**config.mk**
```make
export PLATFORM = sky130hd
export DESIGN_NAME = txParityFifo
export DESIGN_NICKNAME = d
export VERILOG_FILES = /design/src/rtl/txFifoPkg.sv /design/src/rtl/txFifoCtrl.sv /design/src/rtl/txFifoData.sv /design/src/rtl/txParityFifo.sv
export SDC_FILE = /design/constraint.sdc
export NUM_CORES = 1
export LEC_CHECK = 0
export BUFFER_PORTS_ARGS = -buffer_cell sky130_fd_sc_hd__buf_2
export CAP_MARGIN = 20
export CORE_UTILIZATION = 28
export DETAILED_ROUTE_END_ITERATION = 10
export GPL_ROUTABILITY_DRIVEN = 0
export GPL_TIMING_DRIVEN = 0
export HOLD_SLACK_MARGIN = 0.08
export PLACE_DENSITY = 0.46
export SETUP_SLACK_MARGIN = 0.2
export SLEW_MARGIN = 20
export SYNTH_ARGS = -nofsm -noshare
export SYNTH_HDL_FRONTEND = slang
export SYNTH_HIERARCHICAL = 1
export SYNTH_SLANG_ARGS = --single-unit
```
**constraint.sdc**
```tcl
create_clock -name clk -period 4.1 [get_ports clk]
set_input_delay 0.82 -clock clk [delete_from_list [all_inputs] [get_ports clk]]
set_output_delay 0.82 -clock clk [all_outputs]
set_load 0.02 [all_outputs]
```
**src/rtl/txFifoPkg.sv**
```systemverilog
package txFifoPkg;
  // Strobes from the control unit to the datapath.
  typedef struct packed {
    logic latchLow;     // capture the low half-word
    logic writeEn;      // commit the assembled word at the tail
    logic readAdvance;  // retire the head word
  } fifoStrobe_t;
endpackage

```
**src/rtl/txFifoCtrl.sv**
```systemverilog
module txFifoCtrl
  import txFifoPkg::*;
#(
  parameter int DEPTH = 32
) (
  input  logic        clk,
  input  logic        rstN,
  input  logic        loadLow,
  input  logic        loadHigh,
  input  logic        popReq,
  output fifoStrobe_t strobes,
  output logic        txReady,
  output logic        roomForBlock,
  output logic        fifoFull
);
  localparam int CNT_W = $clog2(DEPTH + 1);
  localparam logic [CNT_W-1:0] FULL_CNT = CNT_W'(DEPTH);
  localparam logic [CNT_W-1:0] HALF_CNT = CNT_W'(DEPTH / 2);

  logic [CNT_W-1:0] count;
  logic             pending;
  logic             pushTry, pushOk, popOk;

  always_comb begin
    popOk   = popReq && (count != '0);
    pushTry = loadHigh && pending;
    // A full queue still accepts a word when a pop frees a slot in the same cycle.
    pushOk  = pushTry && ((count != FULL_CNT) || popOk);
    strobes.latchLow    = loadLow;
    strobes.writeEn     = pushOk;
    strobes.readAdvance = popOk;
  end

  always_ff @(posedge clk or negedge rstN) begin
    if (!rstN) begin
      pending <= 1'b0;
      count   <= '0;
    end else begin
      if (loadLow)       pending <= 1'b1;
      else if (loadHigh) pending <= 1'b0;
      case ({pushOk, popOk})
        2'b10:   count <= count + 1'b1;
        2'b01:   count <= count - 1'b1;
        default: count <= count;
      endcase
    end
  end

  assign txReady      = (count == '0);
  assign fifoFull     = (count == FULL_CNT);
  assign roomForBlock = (count < HALF_CNT);
endmodule

```
**src/rtl/txFifoData.sv**
```systemverilog
module txFifoData
  import txFifoPkg::*;
#(
  parameter int DEPTH  = 32,
  parameter int HALF_W = 16
) (
  input  logic                clk,
  input  logic                rstN,
  input  fifoStrobe_t         strobes,
  input  logic [HALF_W-1:0]   hostData,
  input  logic                parityEven,
  input  logic                parityOn,
  output logic [2*HALF_W-1:0] headWord
);
  localparam int WORD_W = 2 * HALF_W;
  localparam int PTR_W  = (DEPTH > 1) ? $clog2(DEPTH) : 1;
  localparam logic [PTR_W-1:0] LAST_PTR = PTR_W'(DEPTH - 1);

  logic [HALF_W-1:0] lowHalf;
  logic [WORD_W-1:0] rawWord, commitWord;
  logic [WORD_W-1:0] store [DEPTH];
  logic [PTR_W-1:0]  wrPtr, rdPtr;
  logic              parityBit;

  always_comb begin
    rawWord = {hostData, lowHalf};
    // Odd parity: set the top bit when the data bits hold an even number of ones.
    parityBit  = parityEven ? ^rawWord[WORD_W-2:0] : ~^rawWord[WORD_W-2:0];
    commitWord = parityOn ? {parityBit, rawWord[WORD_W-2:0]} : rawWord;
  end

  always_ff @(posedge clk or negedge rstN) begin
    if (!rstN) begin
      lowHalf <= '0;
      wrPtr   <= '0;
      rdPtr   <= '0;
    end else begin
      if (strobes.latchLow)    lowHalf <= hostData;
      if (strobes.writeEn)     wrPtr   <= (wrPtr == LAST_PTR) ? '0 : wrPtr + 1'b1;
      if (strobes.readAdvance) rdPtr   <= (rdPtr == LAST_PTR) ? '0 : rdPtr + 1'b1;
    end
  end

  always_ff @(posedge clk) begin
    if (strobes.writeEn) store[wrPtr] <= commitWord;
  end

  assign headWord = store[rdPtr];
endmodule

```
**src/rtl/txParityFifo.sv**
```systemverilog
module txParityFifo
  import txFifoPkg::*;
#(
  parameter int DEPTH  = 32,
  parameter int HALF_W = 16
) (
  input  logic                clk,
  input  logic                rstN,
  input  logic [HALF_W-1:0]   hostData,
  input  logic                loadLow,
  input  logic                loadHigh,
  input  logic                parityEven,
  input  logic                parityOn,
  input  logic                popReq,
  output logic [2*HALF_W-1:0] txWord,
  output logic                txReady,
  output logic                roomForBlock,
  output logic                fifoFull
);
  fifoStrobe_t strobes;

  txFifoCtrl #(.DEPTH(DEPTH)) ctrl_i (
    .clk(clk), .rstN(rstN), .loadLow(loadLow), .loadHigh(loadHigh),
    .popReq(popReq), .strobes(strobes), .txReady(txReady),
    .roomForBlock(roomForBlock), .fifoFull(fifoFull)
  );

  txFifoData #(.DEPTH(DEPTH), .HALF_W(HALF_W)) data_i (
    .clk(clk), .rstN(rstN), .strobes(strobes), .hostData(hostData),
    .parityEven(parityEven), .parityOn(parityOn), .headWord(txWord)
  );
endmodule

```
==> results of run 1 <==
[area by class of cell]
| class | instances | share of cell area |
|---|---|---|
| clock inverter | 47 | 0.008955 |
| antenna | 1 | 0.00004989 |
| clock buffer | 157 | 0.05882 |
| multi-input combinational | 712 | 0.1999 |
| sequential | 1057 | 0.6297 |
| tap | 1917 | 0.04782 |
| timing repair buffer | 154 | 0.03355 |
| inverter | 7 | 0.0005238 |
| buffer | 105 | 0.02065 |
[flip-flops by register name, summed over array words and instances (netlist names)]
register	count
ctrl_i/count	6
ctrl_i/pending	1
data_i/lowHalf	16
data_i/rdPtr	5
data_i/store	1024
data_i/wrPtr	5
[power by group]
group          leakage, nW  switching [mW]  internal (mW)
registers             9.59           0.293           12.5
logic                 4.57            6.87           5.25
clock network         1.63            4.16           5.39
[worst paths after layout]
| kind | startpoint | endpoint |
|---|---|---|
| min in group clk | loadLow | ctrl_i/pending |
| min reg2reg | ctrl_i/pending | ctrl_i/pending |
| max reg2reg | ctrl_i/count[1] | data_i/store[9][21] |
| min | rstN | ctrl_i/pending |
| max | data_i/rdPtr[1] | txWord[21] |
| max in group asynchronous | rstN | data_i/lowHalf[8] |
[critical path, stage by stage (launching register included)]
cell	delay, ps
dfrtp_1	400
buf_12	160
buf_12	110
buf_16	150
buf_8	190
mux4_2	520
mux2i_2	190
nor2_1	90
a211oi_4	310
a21oi_4	140
buf_6	190
[logic make-up after synthesis]
| logic type | after synthesis | share of synthesized area |
|---|---|---|
| mux | 409 | 0.1796 |
| simple gates | 135 | 0.01417 |
| flops | 1057 | 0.7641 |
| compound gates | 121 | 0.01777 |
| xor+xnor | 35 | 0.007418 |
| buf+inv | 112 | 0.01314 |
| fa+ha+maj | 12 | 0.003815 |
[synth_stat cells, drive strengths merged, types with 6 or more instances]
cell / number
a211oi: 32
a21oi: 38
buf: 65
clkbuf: 40
dfrtp: 33
edfxtp: 1024
ha: 11
inv: 7
mux2: 88
mux2i: 65
mux4: 256
nand2: 43
nand3: 6
nor2: 62
nor3: 12
o21ai: 38
xnor2: 29
xor2: 6
[through the flow]
stage | power [mW] | std cells | hold WS [ps]
after CTS | 34.33 | 4144 | 231.5
after floorplan | 19.16 | 1881 | 449.0
after global routing | 35.89 | 4156 | 252.4
after detailed placement | 23.24 | 3933 | 465.2
after global placement | 22.95 | 3855 | 472.7
final | 34.45 | 4157 | 231.3
[per-layer routing]
metal / share of wire / wire length, µm / track usage / vias to the layer above
li1: - / - / - / 8376
met1: 0.46 / 52700 / 0.2190 / 11060
met2: 0.45 / 51580 / 0.2339 / 551
met3: 0.061 / 6916 / 0.03835 / 161
met4: 0.025 / 2900 / 0.04170 / 0
met5: 0 / 0 / 0 / -
[timing repair]
item	4_1_cts	5_1_grt
pin swaps	21	14
endpoints found under the setup margin	32	32
gates resized for setup	293	70
buffers inserted	5	10
cloned	2	2
endpoints found under the hold margin	0	0
hold buffers	0	0
==> results.py, run 1 <==
metrics = {
    "sta": {
        "setup-tns-final_ps": 0,
        "max_freq_mhz": 250.3,
        "hold_viol_final": 0,
        "drv_slew": 0,
        "fin_skew_ps": 24.65,
        "finalWorstSetupSlack_ps": 104.1,
        "setup_violations": 0,
        "rsz0062_at_grt": "yes",
        "post-route-period-util": 0.9746,
        "slew_headroom": 0.2681,
        "tightest_slew_ps": 1098,
        "min_period_ps": 3996,
    },
    "synthesis": {
        "synth_warnings": 6,
        "syn_inst": 1881,
        "ys_types": 43,
        "ys_ff_latch": 1057,
        "synth-edff-count": 1024,
        "synth_fp_nets": 1916,
        "synthArstFlopShare": 0.03122,
        "synth_top_cell_by_area": "edfxtp_1",
        "synth_area_um2": 41320,
        "synth_area_per_cell_um2": 21.97,
        "synth_top_area_share": 0.7441,
        "yosysSeqAreaShare": 0.7641,
        "ys_dominant_reg_cell": "edfxtp_1",
        "synthTopCellsByArea": "edfxtp_1 74%, mux4_2 14%, mux2_2 2.3%, dfrtp_1 2.0%, mux2i_1 1.6%",
    },
    "global_routing": {
        "antenna_found_initial": 1,
        "grt_first_pass_wirelength_um": 160900,
        "grt_max_degree": 35,
        "first_global_vias": 21260,
        "grt.total_usage": 0.1541,
        "globalRouteOverflowTotal": 0,
    },
    "floorplan": {
        "ioPinCount": 58,
        "core_region_area_um2": 146100,
        "die_h_um": 386.2,
        "die_x_um": 386.2,
        "row_count": 140,
        "initial_utilization": 0.2829,
        "dieArea_um2": 149100,
    },
    "clocking": {
        "insertion_delay_ps": 720,
        "cts-root-buf": "clkbuf_16",
        "cts_tree": "yes",
        "cts_inserted_buffers": 111,
        "clk_pin_slew_ps": 60,
        "h-tree-depth": 3,
        "clock_sinks": 1057,
        "cts_buffer_depth": 3,
    },
    "drt": {
        "via_count": 20150,
        "drt_pass1_iterations": 5,
        "via_per_inst": 4.846,
        "wl_per_cell_um": 27.45,
        "drt_iter0_drc": 1772,
        "routed_wirelength_um": 114100,
        "drc": 0,
        "ant_nets": 0,
    },
    "critical_path": {
        "startpoint_type": "register",
        "cp-end-kind": "output port",
        "cp_max_fo": 10,
        "path_class": "reg2out",
        "r2r_cells": 10,
        "crit_required_ps": 3280,
        "cp_data_arrival_time_ps": 3180,
        "rrSetupSlack_ps": 710,
    },
    "finish": {
        "drive_gt1_frac": 0.3814,
        "final_cell_mix": "1024 x edfxtp_1, 256 x mux4_2, 113 x clkbuf_16, 85 x buf_4, 82 x mux2_2",
        "register_area_um2": 31590,
        "area_growth_pct": 21.38,
        "fin_area_um2": 50160,
        "fin_nets": 2183,
        "layout_commonest_cell": "edfxtp_1",
        "fin_util": 0.3434,
        "n_fill_cell": 13710,
        "multi_input_area_um2": 10030,
    },
    "power_and_ir_drop": {
        "vdd_drop_max_uv": 696.2,
        "p_leak_nw": 15.79,
        "power_density_nw_per_um2": 686.7,
    },
    "placed_design": {
        "place_area_um2": 45270,
        "port_buffers": 57,
        "post-place-ws_ps": -699.9,
        "dp_hpwl_um": 78080,
    },
    "run": {
        "maxCapViolCount": 0,
    },
    "hold_path": {
        "hp-class": "in2async",
    },
    "run_status": {
        "outcome": "finished, final reports clean",
    },
}
No activity file was read; power rests on OpenSTA's default activity.
==> run 2: changes to the inputs <==
- ABC_AREA: unset -> 1
- CTS_CLUSTER_DIAMETER: unset -> 120
- PLACE_DENSITY: 0.46 -> 0.45
- clock period: 4.1 -> 4.6 ns (I/O delays scaled with it)
==> run 2 against run 1 <==
  * Via count up 42%
  * Critical path depth up 1
  * Clock skew up 43 ps
  * Sequential share of layout area down 0.91 points
  * Wire length up 38%
  * Die area up 1.9%
  * Cell count up 34%
  * Utilization down 0.064 points
  * Global-route usage up 5.1 points
  * Clock-buffer cell count down 9
  * Final area up 1.5%
  * Critical path type unchanged
  * Critical endpoint is now txWord[20]
==> results.py, run 2 <==
metrics = {
    "finish": {
        "layout_commonest_cell": "edfxtp_1",
        "fin_util": 0.3427,
        "n_fill_cell": 14720,
        "drive_gt1_frac": 0.1518,
        "final_cell_mix": "1024 x edfxtp_1, 534 x nor2_1, 518 x o21ai_0, 278 x nand2_1, 153 x o22ai_1",
        "largestRegisters": "data_i/store (1024), data_i/lowHalf (16), ctrl_i/count (6)",
        "register_area_um2": 31600,
        "largest_register_ffs": 1024,
        "area_growth_pct": 20.86,
        "fin_nets": 3517,
        "top_register": "data_i/store",
        "multi_input_area_um2": 9769,
    },
    "power_and_ir_drop": {
        "p_int_mw": 19.44,
        "p_sw_mw": 13.96,
        "seq_power_share": 0.339,
        "vdd_drop_max_uv": 452.7,
        "p_sw_frac": 0.4180,
        "power_density_nw_per_um2": 656.0,
        "finalPower_mw": 33.40,
        "p_leak_nw": 16.61,
        "pwr-share-clk": 0.266,
        "combPwrFrac": 0.395,
    },
    "synthesis": {
        "ys_ff_latch": 1057,
        "synth_area_um2": 42120,
        "synth_top_area_share": 0.7300,
        "synthTopCellsByArea": "edfxtp_1 73%, o21ai_0 6.2%, nor2_1 5.1%, nand2_1 2.5%, o22ai_1 2.3%",
        "synth_top_cells_by_count": "1024 x edfxtp_1, 572 x nor2_1, 524 x o21ai_0",
        "yosysSeqAreaShare": 0.7496,
        "synthArstFlopShare": 0.03122,
        "syn_inst": 3236,
        "yosysMostFrequentCell": "edfxtp_1",
        "ys_types": 36,
        "synth_area_per_cell_um2": 13.02,
        "synth_fp_nets": 3271,
        "synth_top_cell_by_area": "edfxtp_1",
        "synth_warnings": 6,
        "ys_dominant_reg_cell": "edfxtp_1",
        "synth-edff-count": 1024,
    },
    "clocking": {
        "cts-root-buf": "clkbuf_16",
        "hold_buffers": 0,
        "insertion_delay_ps": 770,
        "h-tree-depth": 3,
        "cts_buffer_depth": 3,
        "clk_pin_slew_ps": 60,
        "cts_tree": "yes",
        "cts_inserted_buffers": 116,
        "clock_sinks": 1057,
    },
    "drt": {
        "via_per_inst": 5.114,
        "routed_wirelength_um": 157400,
        "highest_layer": "met5",
        "via_count": 28510,
        "drc": 0,
        "drt_iter0_drc": 3300,
        "drt_pass1_iterations": 6,
        "routed-wl-met3_um": 10790,
        "wl_met2_um": 72240,
        "wl_per_cell_um": 28.25,
        "ant_nets": 0,
        "wl_met1_um": 69330,
    },
    "global_routing": {
        "globalRouteOverflowTotal": 0,
        "first_global_vias": 27570,
        "grt.total_usage": 0.2050,
        "antenna_found_initial": 17,
        "grt_first_pass_wirelength_um": 218700,
        "grt_max_degree": 36,
    },
    "sta": {
        "hold_viol_final": 0,
        "rsz0062_at_grt": "yes",
        "finalWorstSetupSlack_ps": 165.2,
        "drv_slew": 0,
        "max_freq_mhz": 225.5,
        "fin_skew_ps": 67.28,
        "post-route-period-util": 0.9641,
        "tightest_slew_ps": 1242,
        "slew_headroom": 0.1686,
        "hold_ws_ps": 324.6,
        "min_period_ps": 4435,
        "setup_violations": 0,
    },
    "run": {
        "maxCapViolCount": 0,
    },
    "floorplan": {
        "initial_utilization": 0.2836,
        "die_x_um": 389.9,
        "dieArea_um2": 152000,
        "core_region_area_um2": 148500,
        "row_count": 141,
        "ioPinCount": 58,
        "die_h_um": 389.9,
    },
    "critical_path": {
        "r2r_start": "ctrl_i/count[0]",
        "cp_data_arrival_time_ps": 3510,
        "cp_max_fo": 8,
        "startpoint_type": "register",
        "cp-end-kind": "output port",
        "worst_r2r_endpoint": "data_i/store[4][27]",
        "r2r_cells": 9,
        "path_class": "reg2out",
        "rrSetupSlack_ps": 1130,
        "crit_required_ps": 3680,
    },
    "placed_design": {
        "dp_hpwl_um": 107100,
        "post-place-ws_ps": 430.4,
        "port_buffers": 57,
    },
    "hold_path": {
        "hp-class": "in2async",
    },
    "run_status": {
        "outcome": "finished, final reports clean",
    },
}
[run 2: cell count changes after synthesis, moves of 97 or more]
cell	previous run	this run
o22ai_1	2	155
nand2_1	43	279
o21ai_0	37	524
mux4_2	256	0
nor2_1	60	572
clkbuf_1	40	137
[run 2: routing by layer]
metal	vias up	track usage
li1	12510	-
met1	14620	0.2864
met2	1138	0.3254
met3	219	0.03217
met4	20	0.06553
met5	-	0
[run 2: worst max-delay path by stage]
stage / from / end / slack, ps / cells past startpoint
after floorplan: loadHigh / data_i/store[29][0] / 1090 / 6
after global placement: loadHigh / data_i/store[9][28] / -1600 / 7
after detailed placement: data_i/rdPtr[3] / txWord[2] / 430 / 8
after CTS: data_i/rdPtr[0] / txWord[2] / 100 / 11
after global routing: data_i/rdPtr[0] / txWord[16] / 120 / 9
final: data_i/rdPtr[0] / txWord[20] / 170 / 11
[run 2: cell families (layout without fill, tap and decap cells)]
logic type               Yosys count  in the layout  synth area share
flip-flops                      1057           1057            0.7496
AND/OR/NAND/NOR                  988            988           0.09377
AO/OA/AOI/OAI                    863            863            0.1177
buffers and inverters            298            633           0.03148
XOR/XNOR                          18             18          0.003743
adder cells (fa/ha/maj)           12             12          0.003743
other                              0              1                 0
[run 2: final cells by class]
| cell class | count | share of cell area |
|---|---|---|
| flip-flops and latches | 1057 | 0.6206 |
| multi-input cells | 1881 | 0.1919 |
| clock buffers | 148 | 0.06019 |
| well taps | 2002 | 0.04920 |
| repair buffers | 128 | 0.03768 |
| plain buffers | 217 | 0.02401 |
| clock inverters | 59 | 0.01010 |
| inverters | 81 | 0.006267 |
| diodes | 1 | 0.00004915 |
[run 2: critical path, cell delays in order, from the launching register on]
cell and delay, ps:
dfrtp_1 410, buf_12 170, buf_12 140, buf_12 140
buf_12 140, nor2_4 100, o22ai_2 80, o211ai_1 980
nand4_1 240, o21ai_2 140, inv_1 70, buf_6 130
[run 2: power groups by stage]
| stage | sequential [mW] | clock, mW | combinational [mW] |
|---|---|---|---|
| final | 11.3 | 8.88 | 13.2 |
| after detailed placement | 11.5 | 0 | 12.5 |
| after global placement | 11.6 | 0 | 12.2 |
| after global routing | 11.4 | 9.39 | 13.9 |
| after CTS | 11.3 | 9.04 | 13.0 |
| after floorplan | 11.5 | 0 | 6.32 |
[run 2: metrics by stage]
| step | cell area [µm²] | instances | TNS (ps) |
|---|---|---|---|
| floorplan | 42120 | 3236 | 0 |
| global placement | 44910 | 5295 | -1146910 |
| detailed placement | 46710 | 5357 | 0 |
| CTS | 50760 | 5571 | 0 |
| global route | 50910 | 5573 | 0 |
| finish | 50910 | 5574 | 0 |
[run 2: what timing repair did]
action | CTS | global route
gates cloned | 0 | 0
buffers inserted | 7 | 2
gates resized for setup | 127 | 70
endpoints found under the setup margin | 32 | 24
pin swaps | 11 | 10
==> run 3: changes to the inputs <==
- CORE_ASPECT_RATIO: unset -> 0.8
- CORE_UTILIZATION: 28 -> 37
- PLACE_DENSITY: 0.45 -> 0.55
==> run 3 against run 2 <==
  * Combinational power down 7%
  * Sequential power is essentially flat
  * Critical path depth stayed put
  * Wire length decreased by 9.1%
  * Die area fell by 24%
  * First-iteration DRC count rose by 17%
  * Hold slack got worse by 3.0 ps
  * Critical endpoint is now txWord[3]
==> results.py, run 3 (synthesis results as in run 2) <==
metrics = {
    "floorplan": {
        "initial_utilization": 0.3737,
        "die_h_um": 303.8,
        "die_x_um": 379.2,
        "dieArea_um2": 115200,
        "core_region_area_um2": 112700,
        "row_count": 110,
        "ioPinCount": 58,
    },
    "sta": {
        "fin_skew_ps": 46.69,
        "tightest_slew_ps": 1174,
        "drv_slew": 0,
        "rsz0062_at_grt": "yes",
        "min_period_ps": 4332,
        "setup_violations": 0,
        "hold_ws_ps": 321.6,
        "slew_headroom": 0.2176,
        "hold_viol_final": 0,
        "max_freq_mhz": 230.8,
        "post-route-period-util": 0.9418,
    },
    "global_routing": {
        "globalRouteOverflowTotal": 0,
        "first_global_vias": 26570,
        "antenna_found_initial": 10,
        "grt_max_degree": 36,
        "grt.total_usage": 0.2453,
        "grt_first_pass_wirelength_um": 197800,
    },
    "finish": {
        "area_growth_pct": 17.22,
        "layout_commonest_cell": "edfxtp_1",
        "largestRegisters": "data_i/store (1024), data_i/lowHalf (16), ctrl_i/count (6)",
        "drive_gt1_frac": 0.1312,
        "fin_area_um2": 49380,
        "top_register": "data_i/store",
        "fin_nets": 3491,
        "final_cells": 5058,
        "largest_register_ffs": 1024,
        "final_cell_mix": "1024 x edfxtp_1, 539 x nor2_1, 522 x o21ai_0, 278 x nand2_1, 149 x o22ai_1",
    },
    "power_and_ir_drop": {
        "p_sw_frac": 0.4138,
        "seq_power_share": 0.358,
        "power_density_nw_per_um2": 641.3,
        "finalPower_mw": 31.67,
        "vdd_drop_max_uv": 350.8,
        "p_int_mw": 18.56,
        "combPwrFrac": 0.389,
        "p_leak_nw": 16.21,
        "p_sw_mw": 13.10,
        "pwr-share-clk": 0.253,
    },
    "clocking": {
        "cts-root-buf": "clkbuf_16",
        "insertion_delay_ps": 720,
        "cts_tree": "yes",
        "cts_inserted_buffers": 102,
        "h-tree-depth": 3,
        "clock_sinks": 1057,
        "cts_buffer_depth": 3,
        "clk_pin_slew_ps": 60,
    },
    "critical_path": {
        "crit_required_ps": 3680,
        "r2r_cells": 9,
        "cp_max_fo": 10,
        "cp_data_arrival_time_ps": 3410,
        "crit_chain": "buf_12, inv_6, buf_4, buf_2, nor2_1, o221ai_1, nand3_1, nand3_1, o21ai_1, inv_1, buf_2",
        "cpMaxStageDelayCell": "dfrtp_1",
        "slowest_delay_ps": 420,
        "path_class": "reg2out",
        "cp-end-kind": "output port",
        "startpoint_type": "register",
    },
    "drt": {
        "drt_iter0_drc": 3851,
        "ant_nets": 0,
        "via_count": 28660,
        "routed_wirelength_um": 143200,
        "drc": 0,
        "via_per_inst": 5.666,
        "wl_per_cell_um": 28.30,
        "drt_pass1_iterations": 5,
    },
    "placed_design": {
        "place_area_um2": 46010,
        "port_buffers": 57,
        "placed_cells": 4862,
        "dp_hpwl_um": 95390,
    },
    "hold_path": {
        "hp-class": "in2async",
    },
    "run_status": {
        "outcome": "finished, final reports clean",
    },
    "run": {
        "maxCapViolCount": 0,
    },
}
[run 3: changes by cell type in the layout (fill, tap and decap cells not counted), sizes merged]
cell	before	now
buf	205	191
bufinv	5	1
inv	79	83
clkinv	52	43
diode	1	2
clkinvlp	4	0
[run 3: final timing paths]
| check | start | slack [ps] | end |
|---|---|---|---|
| min in group clk | loadHigh | 430 | ctrl_i/pending |
| setup reg to reg | ctrl_i/count[1] | 1140 | data_i/store[2][13] |
| hold / removal | rstN | 320 | data_i/rdPtr[4] |
| max in group asynchronous | rstN | 3660 | data_i/lowHalf[3] |
| hold reg to reg | ctrl_i/pending | 510 | ctrl_i/pending |
| setup / recovery | data_i/rdPtr[0] | 270 | txWord[3] |
[run 3: layer usage]
metal,share of wire,vias to the layer above,GRT usage
li1,-,12470,-
met1,0.41,14370,0.3568
met2,0.42,1626,0.3423
met3,0.13,190,0.08393
met4,0.031,4,0.07605
met5,0.00084,-,0.006709
[run 3: final cells by class]
type / instances / area, µm²
Antenna cell: 2 / 5.005
Buffer: 217 / 1129
Clock buffer: 146 / 2819
Clock inverter: 46 / 295.3
Fill cell: 10220 / 63340
Inverter: 81 / 314.1
Multi-Input combinational cell: 1881 / 9574
Sequential cell: 1057 / 31600
Tap cell: 1512 / 1892
Timing Repair Buffer: 116 / 1754
[run 3: power groups by stage]
stage	Combinational [mW]	Clock, mW	Sequential [mW]
after floorplan	6.32	0	11.5
after global placement	11.4	0	11.6
after detailed placement	11.8	0	11.5
after CTS	11.9	8.08	11.3
after global routing	13.0	8.42	11.4
final	12.3	8.00	11.3
[run 3: worst max-delay path, delay by kind of cell (launching register included)]
family,cells,cell delay (ps)
buffers and inverters,6,1100
AND/OR/NAND/NOR,3,650
AO/OA/AOI/OAI,2,490
flip-flops,1,420
[run 3: timing repair]
item                       CTS  global route
buffers inserted             0             2
hold buffers                 0             0
resized for setup           39            81
setup endpoints to repair   27            27
pin swaps                    7             3
[run 3: per-stage QoR]
stage	utilization	worst slack, ps	TNS, ps
global placement	0.3930	-1165	-841490
floorplan	-	1092	0
detailed placement	0.4082	751.3	0
global route	0.4380	163.7	0
finish	0.4381	267.8	0
CTS	0.4367	173.5	0
